--- src/rtl/mbx_pkg.sv ---
package mbx_pkg;

  typedef enum logic [1:0] {
    ACC_NONE  = 2'd0,
    ACC_WRITE = 2'd1,
    ACC_READ  = 2'd2
  } acc_e;

  typedef enum logic [1:0] {
    RGN_OUT  = 2'd0,
    RGN_IN   = 2'd1,
    RGN_MASK = 2'd2,
    RGN_NONE = 2'd3
  } rgn_e;

endpackage

--- src/rtl/mbx_decode.sv ---
module mbx_decode
  import mbx_pkg::*;
#(
  parameter int ADDR_W  = 6,
  parameter int NUM_BOX = 4,
  parameter int LANES   = 2,
  localparam int IDX_W  = (NUM_BOX > 1) ? $clog2(NUM_BOX) : 1
) (
  input  logic              box_sel_n,
  input  logic              cs,
  input  logic              wr,
  input  logic              rd,
  input  logic [LANES-1:0]  lane,
  input  logic [ADDR_W-1:0] addr,
  output acc_e              kind,
  output rgn_e              rgn,
  output logic [IDX_W-1:0]  idx
);

  localparam logic [ADDR_W-1:0] IN_BASE   = ADDR_W'(NUM_BOX);
  localparam logic [ADDR_W-1:0] MASK_OFFS = ADDR_W'(2 * NUM_BOX);

  logic active;

  // mailbox space is entered only with the select low, chip selected and a lane enabled
  assign active = cs && !box_sel_n && (|lane);

  always_comb begin
    if (!active)   kind = ACC_NONE;
    else if (wr)   kind = ACC_WRITE;   // write has priority over read
    else if (rd)   kind = ACC_READ;
    else           kind = ACC_NONE;
  end

  always_comb begin
    rgn = RGN_NONE;
    idx = '0;
    if (addr < IN_BASE) begin
      rgn = RGN_OUT;
      idx = IDX_W'(addr);
    end else if (addr < MASK_OFFS) begin
      rgn = RGN_IN;
      idx = IDX_W'(addr - IN_BASE);
    end else if (addr == MASK_OFFS) begin
      rgn = RGN_MASK;
    end
  end

endmodule

--- src/rtl/mbx_box_bank.sv ---
module mbx_box_bank #(
  parameter int DATA_W  = 16,
  parameter int NUM_BOX = 4,
  localparam int LANES  = DATA_W / 8
) (
  input  logic                            clk,
  input  logic                            rst_n,
  input  logic [NUM_BOX-1:0]              wr_en,
  input  logic [LANES-1:0]                lane,
  input  logic [DATA_W-1:0]               wdata,
  output logic [NUM_BOX-1:0][DATA_W-1:0]  boxes
);

  for (genvar i = 0; i < NUM_BOX; i++) begin : g_box
    for (genvar l = 0; l < LANES; l++) begin : g_lane
      always_ff @(posedge clk or negedge rst_n) begin
        if (!rst_n)
          boxes[i][l*8 +: 8] <= 8'h00;
        else if (wr_en[i] && lane[l])
          boxes[i][l*8 +: 8] <= wdata[l*8 +: 8];
      end
    end
  end

  // without a write strobe no mailbox word moves
  p_hold_boxes_r3: assert property (@(posedge clk) disable iff (!rst_n)
    !(|wr_en) |=> $stable(boxes));

endmodule

--- src/rtl/mbx_flag_ctl.sv ---
module mbx_flag_ctl #(
  parameter int NUM_BOX = 4
) (
  input  logic               clk,
  input  logic               rst_n,
  input  logic [NUM_BOX-1:0] set,
  input  logic [NUM_BOX-1:0] clr,
  input  logic               mask_we,
  input  logic [NUM_BOX-1:0] mask_d,
  output logic [NUM_BOX-1:0] mask,
  output logic               irq_n
);

  logic [NUM_BOX-1:0] flags;

  always_ff @(posedge clk or negedge rst_n) begin
    if (!rst_n) begin
      flags <= '0;
      mask  <= '1;
    end else begin
      flags <= (flags & ~clr) | set;   // a set on the same edge overrides the clear
      if (mask_we)
        mask <= mask_d;
    end
  end

  assign irq_n = ~|(flags & mask);

  for (genvar i = 0; i < NUM_BOX; i++) begin : g_chk
    p_set_flag_r5: assert property (@(posedge clk) disable iff (!rst_n)
      (set[i] && !clr[i]) |=> flags[i]);
    p_clear_flag_r7: assert property (@(posedge clk) disable iff (!rst_n)
      (clr[i] && !set[i]) |=> !flags[i]);
    p_set_wins_r8: assert property (@(posedge clk) disable iff (!rst_n)
      (clr[i] && set[i]) |=> flags[i]);
  end

endmodule

--- src/rtl/mbx_unit.sv ---
module mbx_unit
  import mbx_pkg::*;
#(
  parameter int DATA_W  = 16,
  parameter int ADDR_W  = 6,
  parameter int NUM_BOX = 4,
  localparam int LANES  = DATA_W / 8,
  localparam int IDX_W  = (NUM_BOX > 1) ? $clog2(NUM_BOX) : 1
) (
  input  logic              clk,
  input  logic              rst_n,
  input  logic              a_box_sel_n,
  input  logic              a_cs,
  input  logic              a_wr,
  input  logic              a_rd,
  input  logic [LANES-1:0]  a_lane,
  input  logic [ADDR_W-1:0] a_addr,
  input  logic [DATA_W-1:0] a_wdata,
  output logic [DATA_W-1:0] a_rdata,
  output logic              a_irq_n,
  input  logic              b_box_sel_n,
  input  logic              b_cs,
  input  logic              b_wr,
  input  logic              b_rd,
  input  logic [LANES-1:0]  b_lane,
  input  logic [ADDR_W-1:0] b_addr,
  input  logic [DATA_W-1:0] b_wdata,
  output logic [DATA_W-1:0] b_rdata,
  output logic              b_irq_n
);

  localparam int NPORT = 2;

  logic [NPORT-1:0]                            sel_n_v, cs_v, wr_v, rd_v, irq_v, mask_we_v;
  logic [NPORT-1:0][LANES-1:0]                 lane_v;
  logic [NPORT-1:0][ADDR_W-1:0]                addr_v;
  logic [NPORT-1:0][DATA_W-1:0]                wdata_v, rdata_q;
  logic [NPORT-1:0][NUM_BOX-1:0]               wr_out, rd_in, mask_v;
  logic [NPORT-1:0][NUM_BOX-1:0][DATA_W-1:0]   boxes;

  assign sel_n_v = {b_box_sel_n, a_box_sel_n};
  assign cs_v    = {b_cs, a_cs};
  assign wr_v    = {b_wr, a_wr};
  assign rd_v    = {b_rd, a_rd};
  assign lane_v  = {b_lane, a_lane};
  assign addr_v  = {b_addr, a_addr};
  assign wdata_v = {b_wdata, a_wdata};

  for (genvar p = 0; p < NPORT; p++) begin : g_port
    localparam int Q = NPORT - 1 - p;

    acc_e              kind;
    rgn_e              rgn;
    logic [IDX_W-1:0]  idx;
    logic [DATA_W-1:0] word, lane_word;

    mbx_decode #(.ADDR_W(ADDR_W), .NUM_BOX(NUM_BOX), .LANES(LANES)) u_dec (
      .box_sel_n (sel_n_v[p]),
      .cs        (cs_v[p]),
      .wr        (wr_v[p]),
      .rd        (rd_v[p]),
      .lane      (lane_v[p]),
      .addr      (addr_v[p]),
      .kind      (kind),
      .rgn       (rgn),
      .idx       (idx)
    );

    for (genvar i = 0; i < NUM_BOX; i++) begin : g_strobe
      assign wr_out[p][i] = (kind == ACC_WRITE) && (rgn == RGN_OUT) && (idx == IDX_W'(i));
      assign rd_in[p][i]  = (kind == ACC_READ)  && (rgn == RGN_IN)  && (idx == IDX_W'(i));
    end

    assign mask_we_v[p] = (kind == ACC_WRITE) && (rgn == RGN_MASK) && lane_v[p][0];

    mbx_box_bank #(.DATA_W(DATA_W), .NUM_BOX(NUM_BOX)) u_box (
      .clk   (clk),
      .rst_n (rst_n),
      .wr_en (wr_out[p]),
      .lane  (lane_v[p]),
      .wdata (wdata_v[p]),
      .boxes (boxes[p])
    );

    // flags of port p are raised by the other port's writes and cleared by p's own reads
    mbx_flag_ctl #(.NUM_BOX(NUM_BOX)) u_flag (
      .clk     (clk),
      .rst_n   (rst_n),
      .set     (wr_out[Q]),
      .clr     (rd_in[p]),
      .mask_we (mask_we_v[p]),
      .mask_d  (wdata_v[p][NUM_BOX-1:0]),
      .mask    (mask_v[p]),
      .irq_n   (irq_v[p])
    );

    always_comb begin
      case (rgn)
        RGN_OUT:  word = boxes[p][idx];
        RGN_IN:   word = boxes[Q][idx];
        RGN_MASK: word = {{(DATA_W-NUM_BOX){1'b0}}, mask_v[p]};
        default:  word = '0;
      endcase
      for (int l = 0; l < LANES; l++)
        lane_word[l*8 +: 8] = lane_v[p][l] ? word[l*8 +: 8] : 8'h00;
    end

    always_ff @(posedge clk or negedge rst_n) begin
      if (!rst_n)
        rdata_q[p] <= '0;
      else if (kind == ACC_READ)
        rdata_q[p] <= lane_word;
    end

    // a port outside mailbox mode or deselected leaves its read data alone
    p_idle_rdata_r2: assert property (@(posedge clk) disable iff (!rst_n)
      (sel_n_v[p] || !cs_v[p]) |=> $stable(rdata_q[p]));

    // a write, even with the read strobe up, leaves read data alone
    p_write_no_read_r10: assert property (@(posedge clk) disable iff (!rst_n)
      wr_v[p] |=> $stable(rdata_q[p]));
  end

  assign a_rdata = rdata_q[0];
  assign b_rdata = rdata_q[1];
  assign a_irq_n = irq_v[0];
  assign b_irq_n = irq_v[1];

endmodule

--- config.mk ---
export PLATFORM = sky130hd
export DESIGN_NAME = mbx_unit
export DESIGN_NICKNAME = d
export VERILOG_FILES = /design/src/rtl/mbx_pkg.sv /design/src/rtl/mbx_decode.sv /design/src/rtl/mbx_box_bank.sv /design/src/rtl/mbx_flag_ctl.sv /design/src/rtl/mbx_unit.sv
export SDC_FILE = /design/constraint.sdc
export NUM_CORES = 1
export LEC_CHECK = 0
export CAP_MARGIN = 20
export CORE_MARGIN = 2
export CORE_UTILIZATION = 30
export CTS_CLUSTER_SIZE = 20
export DETAILED_ROUTE_END_ITERATION = 10
export PLACE_DENSITY = 0.54
export SKIP_LAST_GASP = 1
export SLEW_MARGIN = 20
export SYNTH_ARGS = -nofsm -noshare
export SYNTH_HDL_FRONTEND = slang
export SYNTH_SLANG_ARGS = --single-unit
--- constraint.sdc ---
create_clock -name clk -period 1.6 [get_ports clk]
set_input_delay 0.48 -clock clk [delete_from_list [all_inputs] [get_ports clk]]
set_output_delay 0.48 -clock clk [all_outputs]
set_load 0.005 [all_outputs]
==> impl_metrics.tcl <==
set metrics [dict create \
    slew_viol_final 0 \
    dpl.hpwl_um 22300 \
    setup_tns_ps -10530 \
    synth_nets 799 \
    areaGrowthSynthToFinish_pct 48.6 \
    nets 1039 \
    num_antenna_cells 0 \
    numCtsBuffers 17 \
    route.detailed.drc 0 \
    rows 63 \
    antenna_found_initial 0 \
    synth.avg_cell_area_sq_um 12.2 \
    timing.fmax_mhz 516 \
    max-cap-violations 0 \
    yosysTopAreaCell "dfrtp_1" \
    synthArstFlopShare 1.00 \
    firstDrtPassIters 5 \
    max_stage_delay_ps 400 \
    worstSetupEndpointType "primary output" \
    cp-startpoint "g_port[0].u_flag.flags[1]" \
    reg2reg_depth 4 \
    avgViaCountPerCell 5.47 \
    peakVddDrop_mv 0.663 \
    grt_pass1_wl_um 48300 \
    synth_ff_type "dfrtp_1" \
    r2r-end "b_rdata[13]" \
    h-tree-depth 4 \
    critPathLaunchType "flip-flop" \
    grt_overflow_total 0 \
    fp.dieW_um 178 \
    synth_seq_cells 176 \
    grt_usage 0.204 \
    setup_slack_ps -338 \
    grt_max_degree 61 \
    clockRootBuffer "clkbuf_16" \
    routed_wl_um 31300 \
    coreArea_sq_um 29600 \
    routedWlPerCell_um 22.6 \
    start_util 0.305 \
    place_congestion 0.868 \
    violations "setup timing" \
    hold_viol_final 0 \
    synth_cell_types 67 \
    period_minus_slack_ps 1940 \
    fillers 2738 \
    yosysWarnings 0 \
    tightest_slew_ps 570 \
    insertion_delay_ps 440 \
    syn-instance-count 741 \
    synth_area_sq_um 9040 \
    min_path_type "input pin to asynchronous set/reset pin" \
    synth_area_leaders "dfrtp_1, mux2_2, dfstp_2, o22ai_1, or3_1" \
    die_area_sq_um 31500 \
    drive_gt1_frac 0.511 \
    cts.sinks 176 \
    grt_pass1_vias 7701 \
    crit_chain "a22o_1, a221oi_2, buf_2" \
    worstPathRequired_ps 1120 \
    cp_slowest_cell "dfrtp_1" \
    layout_worst_path_cycle_share 1.21 \
    path_max_fanout 2 \
    p_per_area_nw_per_um2 766 \
    drtIter0Drc 577 \
    vias 7569 \
    fin_skew_ps 9.62 \
    dp_cells 1310 \
    critical_path.endpoint "a_irq_n" \
    path_depth 3 \
    total_leakage_power_nw 6.11 \
    fin_cells 1384 \
    num_io_pins 92 \
    io_buffers 91 \
    yosysSeqAreaShare 0.488 \
    path_clk_slew_ps 70 \
    synth_edf_count 0 \
    worstSetupPathType "flip-flop to primary output" \
    regToRegStartpoint "g_port[1].u_box.boxes[29]" \
    crit_family "compound AO/OA/AOI/OAI gates" \
    r2r_slack_ps -80 \
    arrival_ps 1460 \
    rsz0062_at_grt "yes" \
    die_h_um 178 \
    clock_path_buffers 2 \
    outcome "finished with violations" \
    path_buf_inv 1 \
    setup_viol 90 \
    drtAntennaViolNets 0 \
    netlist.area_leader.share 0.465 \
    slew_headroom 0.616 \
    cts_tree "built" \
]
## layer usage
layer / share of wire / vias up / wire length, um / GRT usage
li1: - / 3394 / - / -
met1: 0.48 / 3921 / 14900 / 0.296
met3: 0.047 / 28 / 1460 / 0.0347
met4: 0.012 / 0 / 386 / 0.0543
met2: 0.46 / 226 / 14500 / 0.312
met5: 0 / - / 0 / 0
## where the power goes
part / leakage (nW) / switching (W) / internal [W]
logic: 3.39 / 0.000616 / 0.000605
clock network: 0.303 / 0.00198 / 0.00245
registers: 2.42 / 0.0000888 / 0.00455
## synthesized netlist by cell type (all sizes together), types with 3 or more instances
library cell	instances
a211o	3
o2111ai	8
o22a	4
dfstp	8
nor4b	4
nand2b	4
o21ai	23
clkbuf	35
a2bb2oi	4
o32a	12
o2111a	5
a211oi	4
o211a	4
nor3	15
o22ai	24
nand3	15
a21o	3
or4	3
nor4	5
o31ai	12
or2	8
o211ai	16
buf	20
and3	5
mux4	5
nand4	6
a32oi	9
nor2	22
nand2	21
nand3b	10
o311ai	5
a22o	7
or3	23
mux2	163
a21oi	4
nor2b	8
mux2i	6
a2111oi	4
dfrtp	168
a221o	4
o221ai	13
inv	3
## worst min path at each step
stage                                    end  cells past startpoint
floorplan                         a_rdata[0]                      0
global placement    g_port[0].u_box.boxes[9]                      1
detailed placement  g_port[0].u_box.boxes[9]                      1
global route        g_port[0].u_box.boxes[9]                      2
CTS                 g_port[0].u_box.boxes[9]                      2
finish              g_port[0].u_box.boxes[9]                      2
## registers in the layout, indices dropped and copies added (netlist names)
| signal | count |
|---|---|
| a_rdata | 16 |
| g_port.u_flag.flags | 8 |
| g_port.u_box.boxes | 128 |
| g_port.u_flag.mask | 8 |
| b_rdata | 16 |
## metrics by stage
stage	util	worst slack (ps)	hold slack (ps)	total power [W]	cell area, sq um
floorplan	-	-410	184	0.00515	9580
global placement	0.399	-1030	338	0.00582	11800
detailed placement	0.399	-1060	336	0.00583	11800
CTS	0.442	-370	440	0.0103	13100
global route	0.453	-394	451	0.0107	13400
finish	0.453	-338	444	0.0103	13400
## layout make-up
type | count | area [sq um] | area share
inverters | 3 | 11.3 | 0.000838
clock inverters | 13 | 170 | 0.0127
multi-input cells | 507 | 5250 | 0.391
flip-flops and latches | 176 | 4410 | 0.328
well taps | 390 | 488 | 0.0363
repair buffers | 276 | 2650 | 0.197
clock buffers | 19 | 453 | 0.0337
## cell usage in the layout, fill, tap and decap left out, types with 7 or more instances in the layout
cell and count:
nor2_4 9, a32oi_1 9, dfrtp_1 168, nor2b_1 8, or3_1 21, nand3b_1 10
o211ai_1 16, o31ai_1 12, nor2_1 11, mux2_2 93, clkdlybuf4s50_1 36, o22ai_1 19
o21ai_0 10, dlygate4sd2_1 14, clkdlybuf4s15_1 24, mux2_4 70, nor3_1 12, nand2_1 17
buf_6 35, o21ai_1 9, dfstp_2 8, buf_4 132, a22o_1 7, o32a_1 12
nand3_2 7, buf_12 19, o2111ai_2 7, clkbuf_16 17
## cells by family (layout without fill, tap and decap cells)
kind of cell / Yosys count / in the layout / synth area share
flip-flops: 176 / 176 / 0.488
buffers and inverters: 58 / 311 / 0.0277
AND/OR/NAND/NOR: 159 / 159 / 0.112
AO/OA/AOI/OAI: 174 / 174 / 0.150
multiplexers: 174 / 174 / 0.222
## repair_timing
item,CTS,global route
cloned,2,0
hold endpoints to repair,15,0
setup buffers,26,17
gates resized for setup,207,65
setup endpoints to repair,210,184
pin swaps,44,38
hold buffers,1,0
No activity file was read; power rests on OpenSTA's default activity.
